File: config.mk
export PLATFORM = sky130hd
export DESIGN_NAME = framed_stream_bridge
export DESIGN_NICKNAME = d
export VERILOG_FILES = /design/src/rtl/fsb_pkg.sv /design/src/rtl/fsb_decode.sv /design/src/rtl/fsb_slot.sv /design/src/rtl/framed_stream_bridge.sv
export SDC_FILE = /design/constraint.sdc
export NUM_CORES = 1
export LEC_CHECK = 0
export ABC_AREA = 1
export BUFFER_PORTS_ARGS = -buffer_cell sky130_fd_sc_hd__buf_4
export CAP_MARGIN = 15
export CORE_MARGIN = 4
export CORE_UTILIZATION = 37
export DETAILED_ROUTE_END_ITERATION = 10
export HOLD_SLACK_MARGIN = 0.1
export PLACE_DENSITY = 0.76
export SYNTH_ARGS = -nofsm -noshare
export SYNTH_HDL_FRONTEND = slang
export SYNTH_SLANG_ARGS = --single-unit
export TNS_END_PERCENT = 50
File: constraint.sdc
create_clock -name clk -period 1.4 [get_ports clk]
set_clock_uncertainty 0.15 [all_clocks]
set_input_delay 0.14 -clock clk [delete_from_list [all_inputs] [get_ports clk]]
set_output_delay 0.14 -clock clk [all_outputs]
set_load 0.005 [all_outputs]
File: src/rtl/fsb_pkg.sv
package fsb_pkg;
  localparam int BYTE_W  = 8;
  localparam int SOF_BIT = BYTE_W;
  localparam int EOF_BIT = BYTE_W + 1;
  localparam int WORD_W  = BYTE_W + 2;

  typedef enum logic [2:0] {
    SEL_NONE,
    SEL_RX_STAT,
    SEL_RX_DATA,
    SEL_TX_STAT,
    SEL_TX_DATA
  } sel_e;

  typedef struct packed {
    logic              eof;
    logic              sof;
    logic [BYTE_W-1:0] data;
  } fbyte_t;
endpackage

File: src/rtl/fsb_decode.sv
module fsb_decode
  import fsb_pkg::*;
#(
  parameter int              ADDR_W = 32,
  parameter logic [ADDR_W-1:0] BASE = 32'hFFFF_0010
) (
  input  logic [ADDR_W-1:0] addr,
  output sel_e              sel
);
  logic hit;

  assign hit = (addr[ADDR_W-1:4] == BASE[ADDR_W-1:4]) && (addr[1:0] == 2'b00);

  always_comb begin
    sel = SEL_NONE;
    if (hit) begin
      case (addr[3:2])
        2'd0:    sel = SEL_RX_STAT;
        2'd1:    sel = SEL_RX_DATA;
        2'd2:    sel = SEL_TX_STAT;
        default: sel = SEL_TX_DATA;
      endcase
    end
  end
endmodule

File: src/rtl/fsb_slot.sv
module fsb_slot
  import fsb_pkg::*;
(
  input  logic   clk,
  input  logic   rst,
  input  logic   push,
  input  logic   pop,
  input  fbyte_t din,
  output logic   full,
  output fbyte_t dout
);
  always_ff @(posedge clk) begin
    if (rst) begin
      full <= 1'b0;
      dout <= '0;
    end else if (full) begin
      if (pop) full <= 1'b0;
    end else if (push) begin
      full <= 1'b1;
      dout <= din;
    end
  end
endmodule

File: src/rtl/framed_stream_bridge.sv
module framed_stream_bridge
  import fsb_pkg::*;
#(
  parameter int                ADDR_W = 32,
  parameter int                DATA_W = 32,
  parameter logic [ADDR_W-1:0] BASE   = 32'hFFFF_0010
) (
  input  logic              clk,
  input  logic              rst,
  input  logic [ADDR_W-1:0] bus_addr,
  input  logic              bus_rd,
  input  logic              bus_wr,
  input  logic [DATA_W-1:0] bus_wdata,
  output logic [DATA_W-1:0] bus_rdata,
  output logic [BYTE_W-1:0] tx_byte,
  output logic              tx_sof,
  output logic              tx_eof,
  output logic              tx_valid,
  input  logic              tx_ready,
  input  logic [BYTE_W-1:0] rx_byte,
  input  logic              rx_sof,
  input  logic              rx_eof,
  input  logic              rx_valid,
  output logic              rx_ready
);
  localparam int PAD_W = DATA_W - WORD_W;

  sel_e   sel;
  logic   rx_full, tx_full;
  fbyte_t rx_held, tx_held, rx_in, tx_in;
  logic   rx_push, rx_pop, tx_push, tx_pop;
  logic   wdata_unused;

  assign wdata_unused = &{1'b0, bus_wdata[DATA_W-1:WORD_W]};

  fsb_decode #(.ADDR_W(ADDR_W), .BASE(BASE)) u_dec (
    .addr (bus_addr),
    .sel  (sel)
  );

  assign rx_in   = '{eof: rx_eof, sof: rx_sof, data: rx_byte};
  assign rx_push = rx_valid && !rx_full;
  assign rx_pop  = bus_rd && (sel == SEL_RX_DATA);

  fsb_slot u_rx (
    .clk  (clk),
    .rst  (rst),
    .push (rx_push),
    .pop  (rx_pop),
    .din  (rx_in),
    .full (rx_full),
    .dout (rx_held)
  );

  assign tx_in   = fbyte_t'(bus_wdata[WORD_W-1:0]);
  assign tx_push = bus_wr && (sel == SEL_TX_DATA);
  assign tx_pop  = tx_ready;

  fsb_slot u_tx (
    .clk  (clk),
    .rst  (rst),
    .push (tx_push),
    .pop  (tx_pop),
    .din  (tx_in),
    .full (tx_full),
    .dout (tx_held)
  );

  assign rx_ready = !rx_full;
  assign tx_valid = tx_full;
  assign tx_byte  = tx_held.data;
  assign tx_sof   = tx_held.sof;
  assign tx_eof   = tx_held.eof;

  always_ff @(posedge clk) begin
    if (rst || !bus_rd) begin
      bus_rdata <= '0;
    end else begin
      case (sel)
        SEL_RX_STAT: bus_rdata <= {{(DATA_W-1){1'b0}}, rx_full};
        SEL_RX_DATA: bus_rdata <= rx_full ? {{PAD_W{1'b0}}, rx_held} : '0;
        SEL_TX_STAT: bus_rdata <= {{(DATA_W-1){1'b0}}, !tx_full};
        default:     bus_rdata <= '0;
      endcase
    end
  end
endmodule

==> results of run 1 <==
==> through the flow <==
step           hold slack (ns)  power, mW  area (um2)  setup slack, ns
6_report                 0.238       2.19        2790           0.0957
2_1_floorplan           0.0524       1.14        1860          0.00291
3_3_place_gp             0.181       1.26        2440          -0.0939
3_5_place_dp             0.192       1.27        2440           -0.134
4_1_cts                  0.236       2.20        2790           0.0560
5_1_grt                  0.287       2.30        2790          0.00309
==> worst reg2reg max path: stages (launching register included) <==
cell     delay [ns]
dfxtp_1        0.31
nor2_1         0.18
nand4_2        0.15
nor2_4         0.27
nor2_1         0.07
nor2_1         0.11
==> where the power goes <==
part	total (mW)	switching, mW	internal, mW
clock	0.879	0.353	0.526
sequential	0.947	0.0119	0.935
combinational	0.363	0.160	0.204
total	2.19	0.525	1.66
==> timing repair <==
item,in CTS,in global routing
hold endpoints to repair,23,0
setup endpoints to repair,0,10
hold buffers,24,0
gates resized for setup,0,1
==> kinds of logic after synthesis <==
group,Yosys count,share of synthesized area (%)
AOI/OAI and AO/OA,16,5.14
adders and majority gates,3,2.11
buffers and inverters,63,18.5
DFF,32,36.1
other,1,0.211
and+or+nand+nor,159,38.0
==> sequential cells by signal (all words and copies together) (netlist names) <==
name,count
bus_rdata,10
u_rx.dout,10
u_rx.full,1
u_tx.dout,10
u_tx.full,1
==> path summary, 6_finish.rpt <==
| path | to | slack (ns) |
|---|---|---|
| setup / recovery | bus_rdata[5] | 0.1 |
| hold / removal | bus_rdata[0] | 0.24 |
| setup reg to reg | u_tx.dout[9] | 0.11 |
| hold reg to reg | bus_rdata[3] | 0.29 |
==> placed cells by master, fill, tap and decap left out, types with 3 or more instances in the layout <==
master	count
buf_4	89
nand2_1	55
ha_1	3
o21ai_0	11
dlygate4sd3_1	24
a21oi_1	3
nor2_1	76
dfxtp_1	32
clkbuf_8	5
inv_1	33
nand3_1	16
nor2_4	3
conb_1	22
==> per-layer routing <==
layer  wire, um  track usage [%]  vias up
met2       2470             28.8       69
met5          0                0        -
met1       1940             17.7      834
li1           -                -     1011
met3        417             5.97        4
met4         28             4.80        0
==> area by class of cell <==
| class | count | area [um2] | share of cell area, % |
|---|---|---|---|
| timing repair buffer | 115 | 948 | 34.0 |
| multi-input combinational | 200 | 891 | 31.9 |
| sequential | 32 | 641 | 22.9 |
| inverter | 35 | 135 | 4.84 |
| clock buffer | 5 | 68.8 | 2.47 |
| tap | 52 | 65.1 | 2.33 |
| clock inverter | 3 | 42.5 | 1.52 |
==> results.cfg, run 1 <==
[drt]
routedWlPerCell_um = 11.0
dr.pass1.iters = 4
drt_wl_total_mm = 4.85
drc = 0
viasPerCell = 4.34
ant_nets = 0
drtIter0Drc = 71
vias = 1918

[setup_path]
cp_data_arrival_time_ns = 1.37
crit_chain = dlygate4sd3_1 -> buf_4 -> nor2_1 -> buf_4 -> nand2_1 -> nor2_1
critPathKind = primary input to flop
path_depth = 6
crit_start = rst
crit_fanout = 9
cp.required_ns = 1.47
cp_num_buf_inv = 3
cp_slowest_cell = dlygate4sd3_1
reg2reg_from = u_tx.full
worstSetupEndpointType = flop
reg2regPathDepth = 5
worstSetupStartpointType = primary input
slowest_delay_ns = 0.54
critPathTopFamily = buffers and inverters

[logic_synthesis]
synthCells = 274
synth_ff_type = dfxtp_1
ys_warn_count = 0
synth_most_common_cell = nor2_1
synth_seq_cells = 32
yosys.area.top_type_share_pct = 36.1
async_flop_share_pct = 0
synth_cell_types = 23
ys_top_cells_by_count = 76 x nor2_1, 55 x nand2_1, 34 x inv_1
synth_top_area_cell = dfxtp_1
synth-edff-count = 0
avgSynthCellArea_um2 = 6.48
synth_area_leaders = dfxtp_1 36%, nor2_1 16%, nand2_1 12%
syn-cell-area_um2 = 1780
ys_seq_area_share_pct = 36.1

[timing]
fmax_mhz = 767
finalSetupViolCount = 0
rsz0062_at_grt = false
fin_setup_tns_ns = 0
hold_violations = 0
min_period_over_period_pct = 93.2
period_needed_ns = 1.30
drv_slew = 0

[grt]
grt_pass1_vias = 1870
grt_usage_pct = 16.1
grt_pass1_wl_mm = 7.94
grt_max_degree = 12
grt_antenna_before_repair = 0
gr-total-overflow = 0

[cells_and_area]
fin_cells = 442
synthToLayoutAreaGrowth_pct = 57.1
fillers = 408
fin_nets = 472
postLayoutCoreUtil_pct = 62.0
drive_gt1_share_pct = 28.7
diodes = 0

[clock_network]
postCtsSetupBuffers = 0
root_buffer = clkbuf_8
clock-sinks = 32
cts_buffer_depth = 2
clk_pin_slew_worst_paths_ns = 0.07
cts.htree.levels = 2
cts_made_buffers = 5
cts_tree = yes
clock_latency_ns = 0.28

[power]
vdd_drop_max_mv = 0.540
p_leak_nw = 1.42
power.density_nw_per_um2 = 784

[hold_path]
hold_start = bus_addr[31]
hold_class = primary input to flop
hold_depth = 7

[floorplan]
die_h_um = 77.3
start_util_pct = 39.4
placeableCoreArea_um2 = 4500
io_pins = 124
num_rows = 24
die_w_um = 77.3
fp.dieArea_um2 = 5970

[status]
status = complete, no violations

[placement]
dp_hpwl_mm = 3.57
gp_congestion = 0.763
io_buffers = 79
dp_cells = 410

[run]
max_cap_violations = 0
(Power assumes the default switching activity.)
==> inputs of run 2 (changes only) <==
--- a/config.mk
+++ b/config.mk
@@ -13,6 +13,7 @@
 export DETAILED_ROUTE_END_ITERATION = 10
 export HOLD_SLACK_MARGIN = 0.1
 export PLACE_DENSITY = 0.76
+export REMOVE_ABC_BUFFERS = 1
 export SYNTH_ARGS = -nofsm -noshare
 export SYNTH_HDL_FRONTEND = slang
 export SYNTH_SLANG_ARGS = --single-unit
==> run 2 against run 1 <==
  * Critical path depth stayed put
  * Final area hardly changed
  * Routed wire length is 1.9% lower
  * Power is 0.13% lower
  * Non-clock buffer count is 1 higher
  * First-iteration DRC count is 4.2% lower
  * Core utilization hardly changed
  * Clock-buffer cell count stayed put
  * Largest cell class unchanged
==> results.cfg, run 2 (synthesized netlist as in run 1, its figures left out) <==
[status]
status = complete, no violations

[setup_path]
r2r_end = bus_rdata[6]
cp.required_ns = 1.43
crit_fanout = 11
worstSetupStartpointType = primary input
worstSetupEndpointType = flop
reg2regPathDepth = 5
rrSetupSlack_ns = 0.12
critPathKind = primary input to flop
cp_data_arrival_time_ns = 1.31
reg2reg_from = u_rx.full

[floorplan]
placeableCoreArea_um2 = 4500
fp.dieArea_um2 = 5970
die_w_um = 77.3
start_util_pct = 39.4
die_h_um = 77.3
io_pins = 124
num_rows = 24

[drt]
routedWlPerCell_um = 10.7
drc = 0
drtIter0Drc = 68
drt_wl_total_mm = 4.76
vias = 1929
dr.pass1.iters = 5
ant_nets = 0
viasPerCell = 4.35

[clock_network]
clock_latency_ns = 0.28
cts_tree = yes
cts_made_buffers = 5
clock-sinks = 32
clk_pin_slew_worst_paths_ns = 0.07
root_buffer = clkbuf_8
postCtsSetupBuffers = 0
cts_buffer_depth = 2
cts.htree.levels = 2

[power]
p_sw_share_pct = 23.9
combPwrFrac_pct = 16.5
vdd_drop_max_mv = 0.593
intPower_mw = 1.66
p_leak_nw = 1.42
seq_power_share_pct = 43.3
power.density_nw_per_um2 = 784
pwr-share-clk_pct = 40.2
p_sw_mw = 0.522

[timing]
min_period_over_period_pct = 91.8
drv_slew = 0
fmax_mhz = 778
hold_violations = 0
rsz0062_at_grt = false
finalSetupViolCount = 0
period_needed_ns = 1.28

[cells_and_area]
diodes = 0
final_cell_mix = 90 x buf_4, 76 x nor2_1, 55 x nand2_1
reg_top3 = bus_rdata: 10 flops, u_rx.dout: 10 flops, u_tx.dout: 10 flops
fin_cells = 443
synthToLayoutAreaGrowth_pct = 57.0
drive_gt1_share_pct = 28.9
fin_nets = 473
postLayoutCoreUtil_pct = 61.9
final_common_cell = buf_4

[hold_path]
hold_class = primary input to flop
hold_end = bus_rdata[0]
hold_depth = 5
hold_start = bus_addr[3]

[grt]
grt_pass1_vias = 1938
grt_pass1_wl_mm = 7.97
grt_max_degree = 12
gr-total-overflow = 0
grt_antenna_before_repair = 0
grt_usage_pct = 16.2

[placement]
dp_cells = 411
io_buffers = 79
gp_congestion = 0.823
dp_hpwl_mm = 3.58

[run]
max_cap_violations = 0
-- run 2: cell count changes in the layout (fill, tap and decap cells not counted) --
cell     previous run  this run
buf_12              2         1
buf_4              89        90
buf_6               0         1
o21ai_0            11        10
o21ai_1             0         1
-- run 2: how the worst max path moves through the flow --
stage                               to  slack, ns         from
final                     u_tx.dout[6]       0.12          rst
after global routing      u_tx.dout[3]       0.01  bus_addr[1]
after CTS                 u_tx.dout[4]       0.04          rst
after detailed placement  bus_rdata[8]      -0.17  bus_addr[2]
after global placement       u_rx.full      -0.12  bus_addr[2]
after floorplan              u_rx.full      -0.04  bus_addr[2]
-- run 2: cell type report --
type	instances	area (um2)
tap	52	65.1
clock inverter	3	42.5
fill	419	1710
timing repair buffer	116	947
multi-input combinational	200	891
sequential	32	641
clock buffer	5	68.8
inverter	35	135
-- run 2: what timing repair did --
item	in CTS	in global routing
endpoints found under the setup margin	0	20
hold buffers	24	0
endpoints found under the hold margin	23	0
gates resized for setup	0	4
-- run 2: layer usage --
metal	part of all wire [%]	global-route usage, %	vias to the layer above
met5	0	0	-
met4	0.97	4.80	0
met3	6.6	4.92	5
met2	50	30.3	58
met1	42	17.2	855
li1	-	-	1011
-- run 2: worst max-delay path, stage by stage --
cell and delay, ns:
dlygate4sd3_1 0.53, buf_4 0.14, clkinvlp_4 0.17, buf_4 0.22
nand2_1 0.07, nor2_1 0.03
-- run 2: per-stage QoR --
stage / TNS, ns / instance area (um2) / total power [mW] / hold WS [ns] / setup slack (ns)
after CTS: 0 / 2780 / 2.20 / 0.216 / 0.0381
final: 0 / 2790 / 2.19 / 0.224 / 0.115
after floorplan: -0.0924 / 1660 / 1.09 / 0.0524 / -0.0435
after global placement: -1.81 / 2430 / 1.26 / 0.178 / -0.121
after detailed placement: -2.94 / 2430 / 1.27 / 0.180 / -0.170
after global routing: 0 / 2790 / 2.29 / 0.266 / 0.0109
-- run 2: power by group through the flow --
| stage | registers (mW) | logic (mW) | clock network (mW) |
|---|---|---|---|
| after floorplan | 0.964 | 0.125 | 0 |
| after global placement | 0.966 | 0.294 | 0 |
| after CTS | 0.946 | 0.355 | 0.901 |
| after detailed placement | 0.967 | 0.301 | 0 |
| after global routing | 0.948 | 0.404 | 0.933 |
| final | 0.946 | 0.361 | 0.879 |
==> inputs of run 3 (changes only) <==
--- a/config.mk
+++ b/config.mk
@@ -6,13 +6,14 @@
 export NUM_CORES = 1
 export LEC_CHECK = 0
 export ABC_AREA = 1
-export BUFFER_PORTS_ARGS = -buffer_cell sky130_fd_sc_hd__buf_4
 export CAP_MARGIN = 15
 export CORE_MARGIN = 4
-export CORE_UTILIZATION = 37
+export CORE_UTILIZATION = 55
 export DETAILED_ROUTE_END_ITERATION = 10
+export DONT_BUFFER_PORTS = 1
+export GPL_TIMING_DRIVEN = 0
 export HOLD_SLACK_MARGIN = 0.1
-export PLACE_DENSITY = 0.76
+export PLACE_DENSITY = 0.73
 export REMOVE_ABC_BUFFERS = 1
 export SYNTH_ARGS = -nofsm -noshare
 export SYNTH_HDL_FRONTEND = slang
==> run 3 against run 2 <==
  * Die area fell by 30%
  * Core utilization grew 9.6 points
  * Clock-buffer cell count up 1
  * Routed wire length fell by 3.5%
  * Sequential power about the same
  * Register-to-register slack got worse by 0.04 ns
  * Combinational power is 34% lower
  * Sequential cell count unchanged
  * Non-clock buffer count is 78 lower
==> results.cfg, run 3 (synthesized netlist as in run 1, its figures left out) <==
[hold_path]
hold_class = primary input to flop

[setup_path]
path_depth = 7
cp-endpoint = u_tx.dout[9]
worstSetupEndpointType = flop
cp_slowest_cell = dlygate4sd3_1
crit_fanout = 5
reg2regPathDepth = 3
crit_chain = dlygate4sd3_1 -> inv_1 -> nor2_2 -> nand4_2 -> nor2_2 -> nor2_1 -> nor2_1
r2r_end = bus_rdata[2]
reg2reg_from = u_rx.dout[2]
critPathTopFamily = simple AND/OR/NAND/NOR gates
critPathKind = primary input to flop
slowest_delay_ns = 0.55
cp_data_arrival_time_ns = 1.46
rrSetupSlack_ns = 0.08
worstSetupStartpointType = primary input
cp.required_ns = 1.52
cp_num_buf_inv = 2
crit_start = bus_wr

[clock_network]
cts.htree.levels = 2
clock-sinks = 32
clk_pin_slew_worst_paths_ns = 0.09
cts_made_buffers = 5
root_buffer = clkbuf_4
clock_latency_ns = 0.34
cts_tree = yes
cts_buffer_depth = 2

[floorplan]
start_util_pct = 57.7
io_pins = 124
fp.dieArea_um2 = 4200
placeableCoreArea_um2 = 3080
die_h_um = 64.8
die_w_um = 64.8
num_rows = 20

[timing]
fin_worst_hold_slack_ns = 0.114
rsz0062_at_grt = true
finalSetupViolCount = 0
drv_slew = 0
fmax_mhz = 748
fin_setup_tns_ns = 0
period_needed_ns = 1.34
hold_violations = 0
max_slew_margin_pct = 61.3
min_period_over_period_pct = 95.5
worst_pin_slew_ns = 0.580

[placement]
gp_congestion = 0.803
dp_hpwl_mm = 2.79
io_buffers = 0
placed_cell_area_um2 = 1710

[grt]
grt_antenna_before_repair = 0
grt_max_degree = 21
gr-total-overflow = 0
grt_pass1_wl_mm = 7.04
grt_usage_pct = 21.7
grt_pass1_vias = 1632

[drt]
dr.pass1.iters = 4
drtIter0Drc = 108
routedWlPerCell_um = 12.8
viasPerCell = 4.67
vias = 1673
ant_nets = 0
drt_wl_total_mm = 4.60
drc = 0

[cells_and_area]
synthToLayoutAreaGrowth_pct = 23.9
fin_nets = 397
diodes = 0
final_common_cell = nor2_1
final_cell_mix = 69 x nor2_1, 55 x nand2_1, 34 x inv_1, 34 x dlygate4sd3_1, 30 x dfxtp_1
reg_top3 = bus_rdata: 10 flops, u_rx.dout: 10 flops, u_tx.dout: 10 flops
design_area_um2 = 2200
drive_gt1_share_pct = 10.5

[status]
status = complete, no violations

[power]
p_total_mw = 1.69
vdd_drop_max_mv = 0.654
power.density_nw_per_um2 = 769
p_leak_nw = 1.02

[run]
max_cap_violations = 0
[run 3: changes by cell type in the layout (fill, tap and decap cells not counted), sizes merged, moves of 2 or more]
| cell | previous run | this run |
|---|---|---|
| dlygate4sd3 | 24 | 34 |
| buf | 92 | 3 |
| nor2 | 81 | 83 |
| clkinvlp | 2 | 0 |
[run 3: cell type report]
class	instances	area, um2
inverter	35	133
fill	269	876
tap	44	55.1
multi-input combinational	202	950
clock inverter	1	5.00
clock buffer	6	41.3
sequential	32	643
timing repair buffer	38	375
[run 3: what timing repair did]
action / 4_1_cts / 5_1_grt
setup endpoints to repair: 22 / 22
hold buffers: 35 / 0
resized for setup: 5 / 12
pin swaps: 2 / 6
cloned: 0 / 2
buffers inserted: 3 / 0
endpoints found under the hold margin: 32 / 0
[run 3: worst min path at each step]
stage,slack [ns],startpoint,cells after the start,endpoint
after detailed placement,0.06,rst,1,u_tx.full
after global routing,0.15,rst,3,u_tx.dout[8]
after CTS,0.10,rst,3,u_tx.dout[6]
after floorplan,0.05,rst,1,u_tx.full
after global placement,0.05,rst,1,u_tx.full
final,0.11,rst,3,u_tx.dout[8]
[run 3: per-stage QoR]
step | utilization (%) | worst slack (ns) | instances
floorplan | - | -0.0435 | 267
global placement | 55.7 | -0.319 | 311
detailed placement | 55.7 | -0.352 | 311
CTS | 69.9 | 0.00723 | 356
global route | 71.5 | -0.00986 | 358
finish | 71.5 | 0.0628 | 358
[run 3: power breakdown]
part           total [mW]  internal (mW)  switching, mW
registers           0.949          0.935         0.0144
logic               0.239          0.105          0.133
clock network       0.505          0.185          0.321
total                1.69           1.22          0.468
[run 3: worst reg2reg max path, delay by kind of cell, from the launching register on]
kind	cells	cell delay, ns
buf+inv	1	0.57
simple gates	2	0.19
flops	1	0.35
[run 3: layer usage]
layer	vias to the layer above	track usage, %	wire length [um]
met5	-	0	0
met4	0	6.33	48
met3	6	7.97	405
met2	68	39.0	2350
met1	735	23.5	1790
li1	864	-	-
